[src/rtl/lcdseq_pkg.sv]
package lcdseq_pkg;
  typedef enum logic [1:0] {
    LVL_GND  = 2'd0,
    LVL_LOW  = 2'd1,
    LVL_HIGH = 2'd2,
    LVL_PEAK = 2'd3
  } lvl_e;
endpackage

[src/rtl/lcd_data_bank.sv]
module lcd_data_bank #(
  parameter int NUM_REGS = 20,
  parameter int ADDR_W   = 5
) (
  input  logic                  clk,
  input  logic                  rst_n,
  input  logic                  wr_en,
  input  logic [ADDR_W-1:0]     wr_addr,
  input  logic [7:0]            wr_data,
  input  logic                  load,
  output logic [NUM_REGS*8-1:0] snap_o
);
  for (genvar r = 0; r < NUM_REGS; r++) begin : g_byte
    localparam logic [ADDR_W-1:0] MY_ADDR = ADDR_W'(r);
    logic [7:0] byte_q, byte_d, copy_q, copy_d;

    always_comb begin
      byte_d = byte_q;
      copy_d = copy_q;
      if (wr_en && (wr_addr == MY_ADDR)) byte_d = wr_data;
      if (load) copy_d = byte_q;
    end

    always_ff @(posedge clk or negedge rst_n) begin
      if (!rst_n) begin
        byte_q <= '0;
        copy_q <= '0;
      end else begin
        byte_q <= byte_d;
        copy_q <= copy_d;
      end
    end

    assign snap_o[r*8 +: 8] = copy_q;
  end
endmodule

[src/rtl/lcd_slot_timer.sv]
module lcd_slot_timer #(
  parameter int NUM_COM = 4,
  parameter int SUB_W   = 3,
  localparam int COM_W  = (NUM_COM > 1) ? $clog2(NUM_COM) : 1
) (
  input  logic             clk,
  input  logic             rst_n,
  input  logic             run,
  input  logic             tick,
  input  logic [COM_W-1:0] duty_sel,
  input  logic [SUB_W-1:0] drive_time,
  output logic [SUB_W-1:0] sub_idx,
  output logic [COM_W-1:0] com_idx,
  output logic             pol,
  output logic             pass_end,
  output logic             buf_on
);
  logic [SUB_W-1:0] sub_q, sub_d;
  logic [COM_W-1:0] com_q, com_d;
  logic             pol_q, pol_d;
  logic             slot_end;

  assign slot_end = run && tick && (sub_q == '1);
  assign pass_end = slot_end && (com_q >= duty_sel);

  always_comb begin
    sub_d = sub_q;
    com_d = com_q;
    pol_d = pol_q;
    if (!run) begin
      sub_d = '0;
      com_d = '0;
      pol_d = 1'b0;
    end else if (tick) begin
      sub_d = sub_q + 1'b1;
      if (slot_end) begin
        if (pass_end) begin
          com_d = '0;
          pol_d = ~pol_q;
        end else begin
          com_d = com_q + 1'b1;
        end
      end
    end
  end

  always_ff @(posedge clk or negedge rst_n) begin
    if (!rst_n) begin
      sub_q <= '0;
      com_q <= '0;
      pol_q <= 1'b0;
    end else begin
      sub_q <= sub_d;
      com_q <= com_d;
      pol_q <= pol_d;
    end
  end

  assign buf_on  = run && ((drive_time == '1) || (sub_q < drive_time));
  assign sub_idx = sub_q;
  assign com_idx = com_q;
  assign pol     = pol_q;
endmodule

[src/rtl/lcd_pin_encoder.sv]
module lcd_pin_encoder
  import lcdseq_pkg::*;
#(
  parameter int NUM_COM = 4,
  parameter int NUM_SEG = 40,
  localparam int COM_W  = (NUM_COM > 1) ? $clog2(NUM_COM) : 1
) (
  input  logic                       run,
  input  logic                       buf_on,
  input  logic                       pol,
  input  logic [COM_W-1:0]           com_idx,
  input  logic [NUM_COM*NUM_SEG-1:0] snap,
  output logic [2*NUM_COM-1:0]       com_level,
  output logic [NUM_COM-1:0]         com_phase,
  output logic [NUM_COM-1:0]         com_oe,
  output logic [2*NUM_SEG-1:0]       seg_level,
  output logic [NUM_SEG-1:0]         seg_phase,
  output logic [NUM_SEG-1:0]         seg_oe
);
  logic [NUM_SEG-1:0] rows [NUM_COM];
  logic [NUM_SEG-1:0] row_sel;

  for (genvar c = 0; c < NUM_COM; c++) begin : g_row
    assign rows[c] = snap[c*NUM_SEG +: NUM_SEG];
  end

  assign row_sel = rows[com_idx];

  for (genvar c = 0; c < NUM_COM; c++) begin : g_com
    localparam logic [COM_W-1:0] MY_COM = COM_W'(c);
    lvl_e lvl;
    logic ph;
    always_comb begin
      lvl = LVL_GND;
      ph  = 1'b0;
      if (run) begin
        if (com_idx == MY_COM) begin
          lvl = LVL_PEAK;
          ph  = pol;
        end else begin
          lvl = LVL_LOW;
          ph  = ~pol;
        end
      end
    end
    assign com_level[2*c +: 2] = lvl;
    assign com_phase[c]        = ph;
    assign com_oe[c]           = buf_on;
  end

  for (genvar s = 0; s < NUM_SEG; s++) begin : g_seg
    lvl_e lvl;
    logic ph;
    always_comb begin
      lvl = LVL_GND;
      ph  = 1'b0;
      if (run) begin
        if (row_sel[s]) begin
          lvl = LVL_PEAK;
          ph  = ~pol;
        end else begin
          lvl = LVL_LOW;
          ph  = pol;
        end
      end
    end
    assign seg_level[2*s +: 2] = lvl;
    assign seg_phase[s]        = ph;
    assign seg_oe[s]           = buf_on;
  end
endmodule

[src/rtl/lcd_mux_seq.sv]
module lcd_mux_seq #(
  parameter int NUM_COM       = 4,
  parameter int BYTES_PER_COM = 5,
  parameter int ADDR_W        = 5,
  parameter int SUB_W         = 3
) (
  input  logic                                                  clk,
  input  logic                                                  rst_n,
  input  logic                                                  wr_en,
  input  logic [ADDR_W-1:0]                                     wr_addr,
  input  logic [7:0]                                            wr_data,
  input  logic [((NUM_COM > 1) ? $clog2(NUM_COM) : 1)-1:0]      duty_sel,
  input  logic [SUB_W-1:0]                                      drive_time,
  input  logic                                                  tick,
  input  logic                                                  vlcd_ready,
  output logic [2*NUM_COM-1:0]                                  com_level,
  output logic [NUM_COM-1:0]                                    com_phase,
  output logic [NUM_COM-1:0]                                    com_oe,
  output logic [2*BYTES_PER_COM*8-1:0]                          seg_level,
  output logic [BYTES_PER_COM*8-1:0]                            seg_phase,
  output logic [BYTES_PER_COM*8-1:0]                            seg_oe
);
  localparam int NUM_SEG  = BYTES_PER_COM * 8;
  localparam int NUM_REGS = NUM_COM * BYTES_PER_COM;
  localparam int COM_W    = (NUM_COM > 1) ? $clog2(NUM_COM) : 1;

  logic [SUB_W-1:0]       sub_idx;
  logic [COM_W-1:0]       com_idx;
  logic                   pol;
  logic                   pass_end;
  logic                   buf_on;
  logic                   snap_load;
  logic [NUM_REGS*8-1:0]  snap;

  // Copy follows the bank while the supply is not ready, then only at pass ends.
  assign snap_load = !vlcd_ready || pass_end;

  lcd_data_bank #(.NUM_REGS(NUM_REGS), .ADDR_W(ADDR_W)) u_bank (
    .clk(clk), .rst_n(rst_n), .wr_en(wr_en), .wr_addr(wr_addr),
    .wr_data(wr_data), .load(snap_load), .snap_o(snap)
  );

  lcd_slot_timer #(.NUM_COM(NUM_COM), .SUB_W(SUB_W)) u_timer (
    .clk(clk), .rst_n(rst_n), .run(vlcd_ready), .tick(tick),
    .duty_sel(duty_sel), .drive_time(drive_time), .sub_idx(sub_idx),
    .com_idx(com_idx), .pol(pol), .pass_end(pass_end), .buf_on(buf_on)
  );

  lcd_pin_encoder #(.NUM_COM(NUM_COM), .NUM_SEG(NUM_SEG)) u_enc (
    .run(vlcd_ready), .buf_on(buf_on), .pol(pol), .com_idx(com_idx),
    .snap(snap), .com_level(com_level), .com_phase(com_phase),
    .com_oe(com_oe), .seg_level(seg_level), .seg_phase(seg_phase),
    .seg_oe(seg_oe)
  );
endmodule

[config.mk]
export PLATFORM = sky130hd
export DESIGN_NAME = lcd_mux_seq
export DESIGN_NICKNAME = d
export VERILOG_FILES = /design/src/rtl/lcdseq_pkg.sv /design/src/rtl/lcd_data_bank.sv /design/src/rtl/lcd_slot_timer.sv /design/src/rtl/lcd_pin_encoder.sv /design/src/rtl/lcd_mux_seq.sv
export SDC_FILE = /design/constraint.sdc
export NUM_CORES = 1
export LEC_CHECK = 0
export BUFFER_PORTS_ARGS = -buffer_cell sky130_fd_sc_hd__buf_4
export CORE_MARGIN = 2
export CORE_UTILIZATION = 40
export CTS_BUF_LIST = sky130_fd_sc_hd__clkbuf_2 sky130_fd_sc_hd__clkbuf_4 sky130_fd_sc_hd__clkbuf_8
export DETAILED_ROUTE_END_ITERATION = 8
export PLACE_DENSITY = 0.67
export SYNTH_ARGS = -nofsm -noshare
export SYNTH_HDL_FRONTEND = slang
export SYNTH_SLANG_ARGS = --single-unit
[constraint.sdc]
create_clock -name clk -period 9.5 [get_ports clk]
set_input_delay 1.425 -clock clk [delete_from_list [all_inputs] [get_ports clk]]
set_output_delay 1.425 -clock clk [all_outputs]
set_load 0.05 [all_outputs]
==> results of run 1 <==
## logic make-up (layout without fill, tap and decap cells)
| kind of cell | Yosys count | in the layout | synth area share (%) |
|---|---|---|---|
| buffers and inverters | 295 | 313 | 9.63 |
| flip-flops | 326 | 326 | 46.1 |
| adder cells (fa/ha/maj) | 10 | 10 | 0.707 |
| multiplexers | 202 | 202 | 15.6 |
| AO/OA/AOI/OAI | 331 | 331 | 14.0 |
| XOR/XNOR | 45 | 45 | 2.23 |
| AND/OR/NAND/NOR | 449 | 449 | 11.7 |
| other | 0 | 1 | 0 |
## metrics by stage
stage | utilization [%] | power [uW]
after floorplan | - | 2880
after global placement | 41.9 | 3100
after detailed placement | 41.9 | 3150
after CTS | 44.5 | 4410
after global routing | 44.5 | 4590
final | 44.5 | 4370
## registers in the layout, indices dropped and copies added (netlist names)
name / cells
u_bank.g_byte.byte_q: 160
u_bank.g_byte.copy_q: 160
u_timer.sub_idx: 3
u_timer.com_idx: 2
u_timer.pol: 1
## critical path, stage by stage
cell and delay, ns:
buf_4 0.37, nor2b_4 0.22, buf_4 0.72, o21a_4 1.00
buf_4 0.78, o211ai_1 0.21
## power by group through the flow
stage / logic, uW / registers (uW) / clock network [uW]
finish: 1220 / 1900 / 1260
global route: 1310 / 1940 / 1340
CTS: 1230 / 1900 / 1280
detailed placement: 1230 / 1920 / 0
global placement: 1200 / 1900 / 0
floorplan: 1030 / 1850 / 0
## cell usage in the layout (no fill, tap or decap), types with 2 or more instances in the layout
cell	count
and2_1	89
and4bb_4	3
buf_4	212
clkbuf_4	14
clkbuf_8	69
clkinv_2	8
dfrtp_1	323
dfrtp_2	3
ha_1	10
inv_1	6
mux2_2	152
mux2_4	8
mux2i_1	2
mux4_2	40
nand2_1	329
nand2_2	8
nor2b_1	8
nor2b_4	2
nor3b_4	2
o211ai_1	322
o21ai_0	2
xnor2_1	4
xor2_1	41
## final timing paths
kind / end / startpoint / slack (ns)
max reg2reg: u_bank.g_byte[13].copy_q[3]$_DFFE_PN0P_ / u_timer.com_idx[1]$_DFFE_PN0P_ / 5.03
min in group asynchronous: u_bank.g_byte[6].copy_q[6]$_DFFE_PN0P_ / rst_n / 0.88
max in group asynchronous: u_timer.pol$_DFFE_PN0P_ / rst_n / 7.16
max: u_bank.g_byte[13].copy_q[3]$_DFFE_PN0P_ / vlcd_ready / 4.93
min: u_bank.g_byte[17].byte_q[6]$_DFFE_PN0P_ / u_bank.g_byte[17].byte_q[6]$_DFFE_PN0P_ / 0.51
min reg2reg: u_bank.g_byte[17].byte_q[6]$_DFFE_PN0P_ / u_bank.g_byte[17].byte_q[6]$_DFFE_PN0P_ / 0.51
## metal layers
layer,vias to the layer above,wire length [um],global-route usage [%]
met3,72,2360,2.88
met4,0,1100,6.18
met5,-,0,0
met2,396,21300,32.2
li1,5686,-,-
met1,6509,19400,24.9
## layout make-up
| type | count | area (um^2) |
|---|---|---|
| fillers | 4091 | 24400 |
| well taps | 592 | 741 |
| repair buffers | 214 | 1630 |
| inverters | 7 | 28.8 |
| flip-flops and latches | 326 | 8160 |
| diodes | 1 | 2.50 |
| multi-input cells | 1037 | 7870 |
| clock inverters | 9 | 47.5 |
| clock buffers | 83 | 1050 |
==> flow_metrics.tcl, run 1 <==
set metrics [dict create \
    hold_class "reg -> reg" \
    combPwrFrac_pct 27.8 \
    syn_area_mm2 0.0177 \
    clock_tree.htree_level_count 2 \
    routabilityCongestion 0.738 \
    drv_slew 0 \
    cts_root_buf "clkbuf_8" \
    die_y_um 214 \
    hold_ws_ns 0.505 \
    port_buffers 198 \
    synthFlopType "dfrtp_1" \
    peakVddDrop_v 0.000100 \
    pre_cts_ws_ns 4.49 \
    finalNetCount 1671 \
    synth_nets 1691 \
    synth_edf_count 0 \
    worst_pin_slew_ns 1.24 \
    hold_buffers 0 \
    final.setup_skew_ns 0.0252 \
    cp-end-kind "flip-flop" \
    crit_type "in -> reg" \
    finalSetupTns_ns 0 \
    cp.arrival_ns 4.98 \
    clk_latency_ns 0.58 \
    synth_cells 1658 \
    cts-resized-gates 0 \
    syn2layout_area_growth_pct 10.4 \
    max_slew_margin_pct 17.3 \
    drtPass1Iterations 5 \
    period_share_pct 48.1 \
    wl_per_cell_um 19.5 \
    setup_slack_ns 4.93 \
    leakagePower_uw 0.00839 \
    cp.required_ns 9.91 \
    post-place-cells 2176 \
    grt_usage_pct 18.9 \
    grt_start_max_net_pins 175 \
    detail-route-antenna-nets 0 \
    start_kind "primary input" \
    antenna_found_initial 2 \
    synth_area_per_cell_um2 10.7 \
    setup_viol 0 \
    post_cts_buffers 0 \
    pwr-share-clk_pct 28.7 \
    maxCapViolations 0 \
    cts_buffer_depth 3 \
    min_period_ns 4.57 \
    drt-initial-drc-count 1061 \
    yosysWarnings 0 \
    power.density_mw_per_mm2 224 \
    intPower_uw 2880 \
    critical_path.max_fanout 95 \
    dpl.hpwl_mm 24.5 \
    grt_pass1_wl_mm 71.0 \
    fin_area_mm2 0.0195 \
    vias 12700 \
    synth-seq-area-share_pct 46.1 \
    finalHoldViolCount 0 \
    remaining_drc_errors 0 \
    sw_frac_of_total_pct 34.3 \
    synth_top_area_share_pct 46.1 \
    cts_tree "yes" \
    final_cells 2269 \
    max_freq_mhz 219 \
    via_per_inst 5.58 \
    synth_area_leader_cell "dfrtp_1" \
    wirelength_mm 44.1 \
    cts_buffers 52 \
    ys_ff_latch 326 \
    start_util_pct 40.3 \
    worstRegToRegCells 6 \
    dieArea_mm2 0.0459 \
    yosysMostFrequentCell "nand2_1" \
    grt_pass1_vias 12700 \
    netlist_top_cells_area "dfrtp_1 (46%), o211ai_1 (14%), mux2_2 (9.7%)" \
    outcome "complete, no violations" \
    drive_above_1_share_pct 31.7 \
    cts_sinks 326 \
    yosysUniqueCellTypes 37 \
    core_region_area_mm2 0.0439 \
    switchingPower_uw 1500 \
    io-pin-count 199 \
    grt_overflow 0 \
    die_w_um 214 \
    rsz0062_at_grt "no" \
    pwr-share-seq_pct 43.5 \
    synthTopCellsByCount "nand2_1 (329), dfrtp_1 (326), o211ai_1 (322)" \
    min_path_cells 1 \
    rows 77 \
    async_flop_share_pct 100 \
    clk_pin_slew_ns 0.06 \
    placement.cell_area_mm2 0.0184 \
]
Note: power is estimated with default switching activity, not from simulation.
==> run 2: changes to the inputs <==
Settings changed: PLACE_DENSITY 0.67 to 0.69.
Clock period 9.5 ns to 4.04 ns, I/O delays scaled along.
==> flow_metrics.tcl, run 2 (synthesis gave the netlist of run 1 again) <==
set metrics [dict create \
    outcome "complete, no violations" \
    vias 12700 \
    cts_sinks 326 \
    dpl.hpwl_mm 25.4 \
    start_kind "flip-flop" \
    drv_slew 0 \
    fillers 4059 \
    cts_tree "yes" \
    die_w_um 214 \
    routabilityCongestion 0.767 \
    leakagePower_uw 0.00851 \
    final_cells 2281 \
    critical_path.max_fanout 24 \
    drive_above_1_share_pct 32.1 \
    peakVddDrop_v 0.000257 \
    wl_per_cell_um 19.5 \
    regArea_mm2 0.00816 \
    setup_viol 0 \
    dieArea_mm2 0.0459 \
    die_y_um 214 \
    core_region_area_mm2 0.0439 \
    finalHoldViolCount 0 \
    cp.required_ns 3.43 \
    rsz0062_at_grt "no" \
    hold_class "in -> async" \
    start_util_pct 40.3 \
    grt_pass1_wl_mm 71.6 \
    worstRegToRegCells 5 \
    cts-resized-gates 0 \
    mostFrequentLayoutCells "nand2_1 (329), dfrtp_1 (323), o211ai_1 (322)" \
    layout_commonest_cell "nand2_1" \
    max_slew_margin_pct 17.6 \
    power.density_mw_per_mm2 533 \
    period_share_pct 81.3 \
    hold_buffers 0 \
    port_buffers 198 \
    cts_buffer_depth 3 \
    detail-route-antenna-nets 0 \
    hold_ws_ns 0.108 \
    r2r_end "u_bank.g_byte[8].copy_q[1]$_DFFE_PN0P_" \
    clock_tree.htree_level_count 2 \
    wirelength_mm 44.5 \
    grt_usage_pct 19.1 \
    worstReg2RegStart "u_timer.com_idx[1]$_DFFE_PN0P_" \
    post-route-util_pct 45.1 \
    r2r_slack_ns 1.27 \
    antenna_found_initial 6 \
    crit_type "reg -> out" \
    maxCapViolations 0 \
    min_period_ns 3.29 \
    drt-initial-drc-count 1045 \
    finalNetCount 1679 \
    syn2layout_area_growth_pct 12.1 \
    final.setup_skew_ns 0.0323 \
    worst_pin_slew_ns 1.23 \
    drtPass1Iterations 5 \
    grt_overflow 0 \
    finalSetupTns_ns 0 \
    grt_pass1_vias 12700 \
    remaining_drc_errors 0 \
    clk_latency_ns 0.59 \
    cts_buffers 54 \
    post-place-cells 2182 \
    io-pin-count 199 \
    via_per_inst 5.58 \
    rows 77 \
    cts_root_buf "clkbuf_8" \
    grt_start_max_net_pins 163 \
    cp.arrival_ns 2.68 \
    post_cts_buffers 0 \
    cp-end-kind "primary output" \
    max_freq_mhz 304 \
    clk_pin_slew_ns 0.06 \
    multi_input_area_mm2 0.00787 \
]
run 2: changes by cell type in the layout (fill, tap and decap cells not counted):
| cell | previous run | this run |
|---|---|---|
| buf_12 | 1 | 13 |
| clkbuf_4 | 14 | 23 |
| buf_4 | 212 | 206 |
| diode_2 | 1 | 3 |
| bufinv_16 | 0 | 3 |
| clkbuf_8 | 69 | 66 |
| clkinv_2 | 8 | 3 |
run 2: critical path, cell delays in order, from the launching register on:
cell and delay (ns):
dfrtp_2 0.90, buf_12 0.28, mux4_2 0.39, xor2_1 0.16, and2_1 0.19, buf_4 0.18
run 2: layer usage:
metal / wire [um] / global-route usage [%] / vias to the layer above
li1: - / - / 5719
met1: 19100 / 25.2 / 6526
met2: 21600 / 32.0 / 388
met3: 2640 / 3.46 / 80
met4: 1130 / 6.11 / 6
met5: 34 / 0 / -
run 2: power breakdown:
part	switching (uW)	internal (uW)
Clock	1320	1870
Sequential	508	3980
Combinational	1720	1150
Total	3550	7000
run 2: per-stage QoR:
stage | cell area [um^2] | power (uW) | setup slack, ns
after CTS | 19800 | 10600 | 0.709
after floorplan | 17700 | 6770 | 0.340
after global routing | 19800 | 11100 | 0.659
after global placement | 18600 | 7310 | 1.22
after detailed placement | 18600 | 7440 | 1.18
final | 19800 | 10600 | 0.754
run 2: worst max-delay path by stage:
stage | start | end | slack, ns | cells after the start
2_1_floorplan | drive_time[2] | com_oe[0] | 0.34 | 6
3_3_place_gp | vlcd_ready | seg_level[7] | 1.22 | 4
3_5_place_dp | vlcd_ready | seg_level[7] | 1.18 | 4
4_1_cts | u_timer.com_idx[1]$_DFFE_PN0P_ | seg_phase[9] | 0.71 | 5
5_1_grt | u_timer.com_idx[0]$_DFFE_PN0P_ | seg_phase[4] | 0.66 | 5
6_report | u_timer.com_idx[1]$_DFFE_PN0P_ | seg_phase[9] | 0.75 | 5
run 2: cell type report:
type | count | share of cell area (%)
Tap cell | 592 | 3.74
Timing Repair Buffer | 220 | 9.19
Inverter | 7 | 0.145
Clock buffer | 89 | 5.45
Clock inverter | 7 | 0.568
Multi-Input combinational cell | 1037 | 39.7
Antenna cell | 3 | 0.0379
Sequential cell | 326 | 41.2
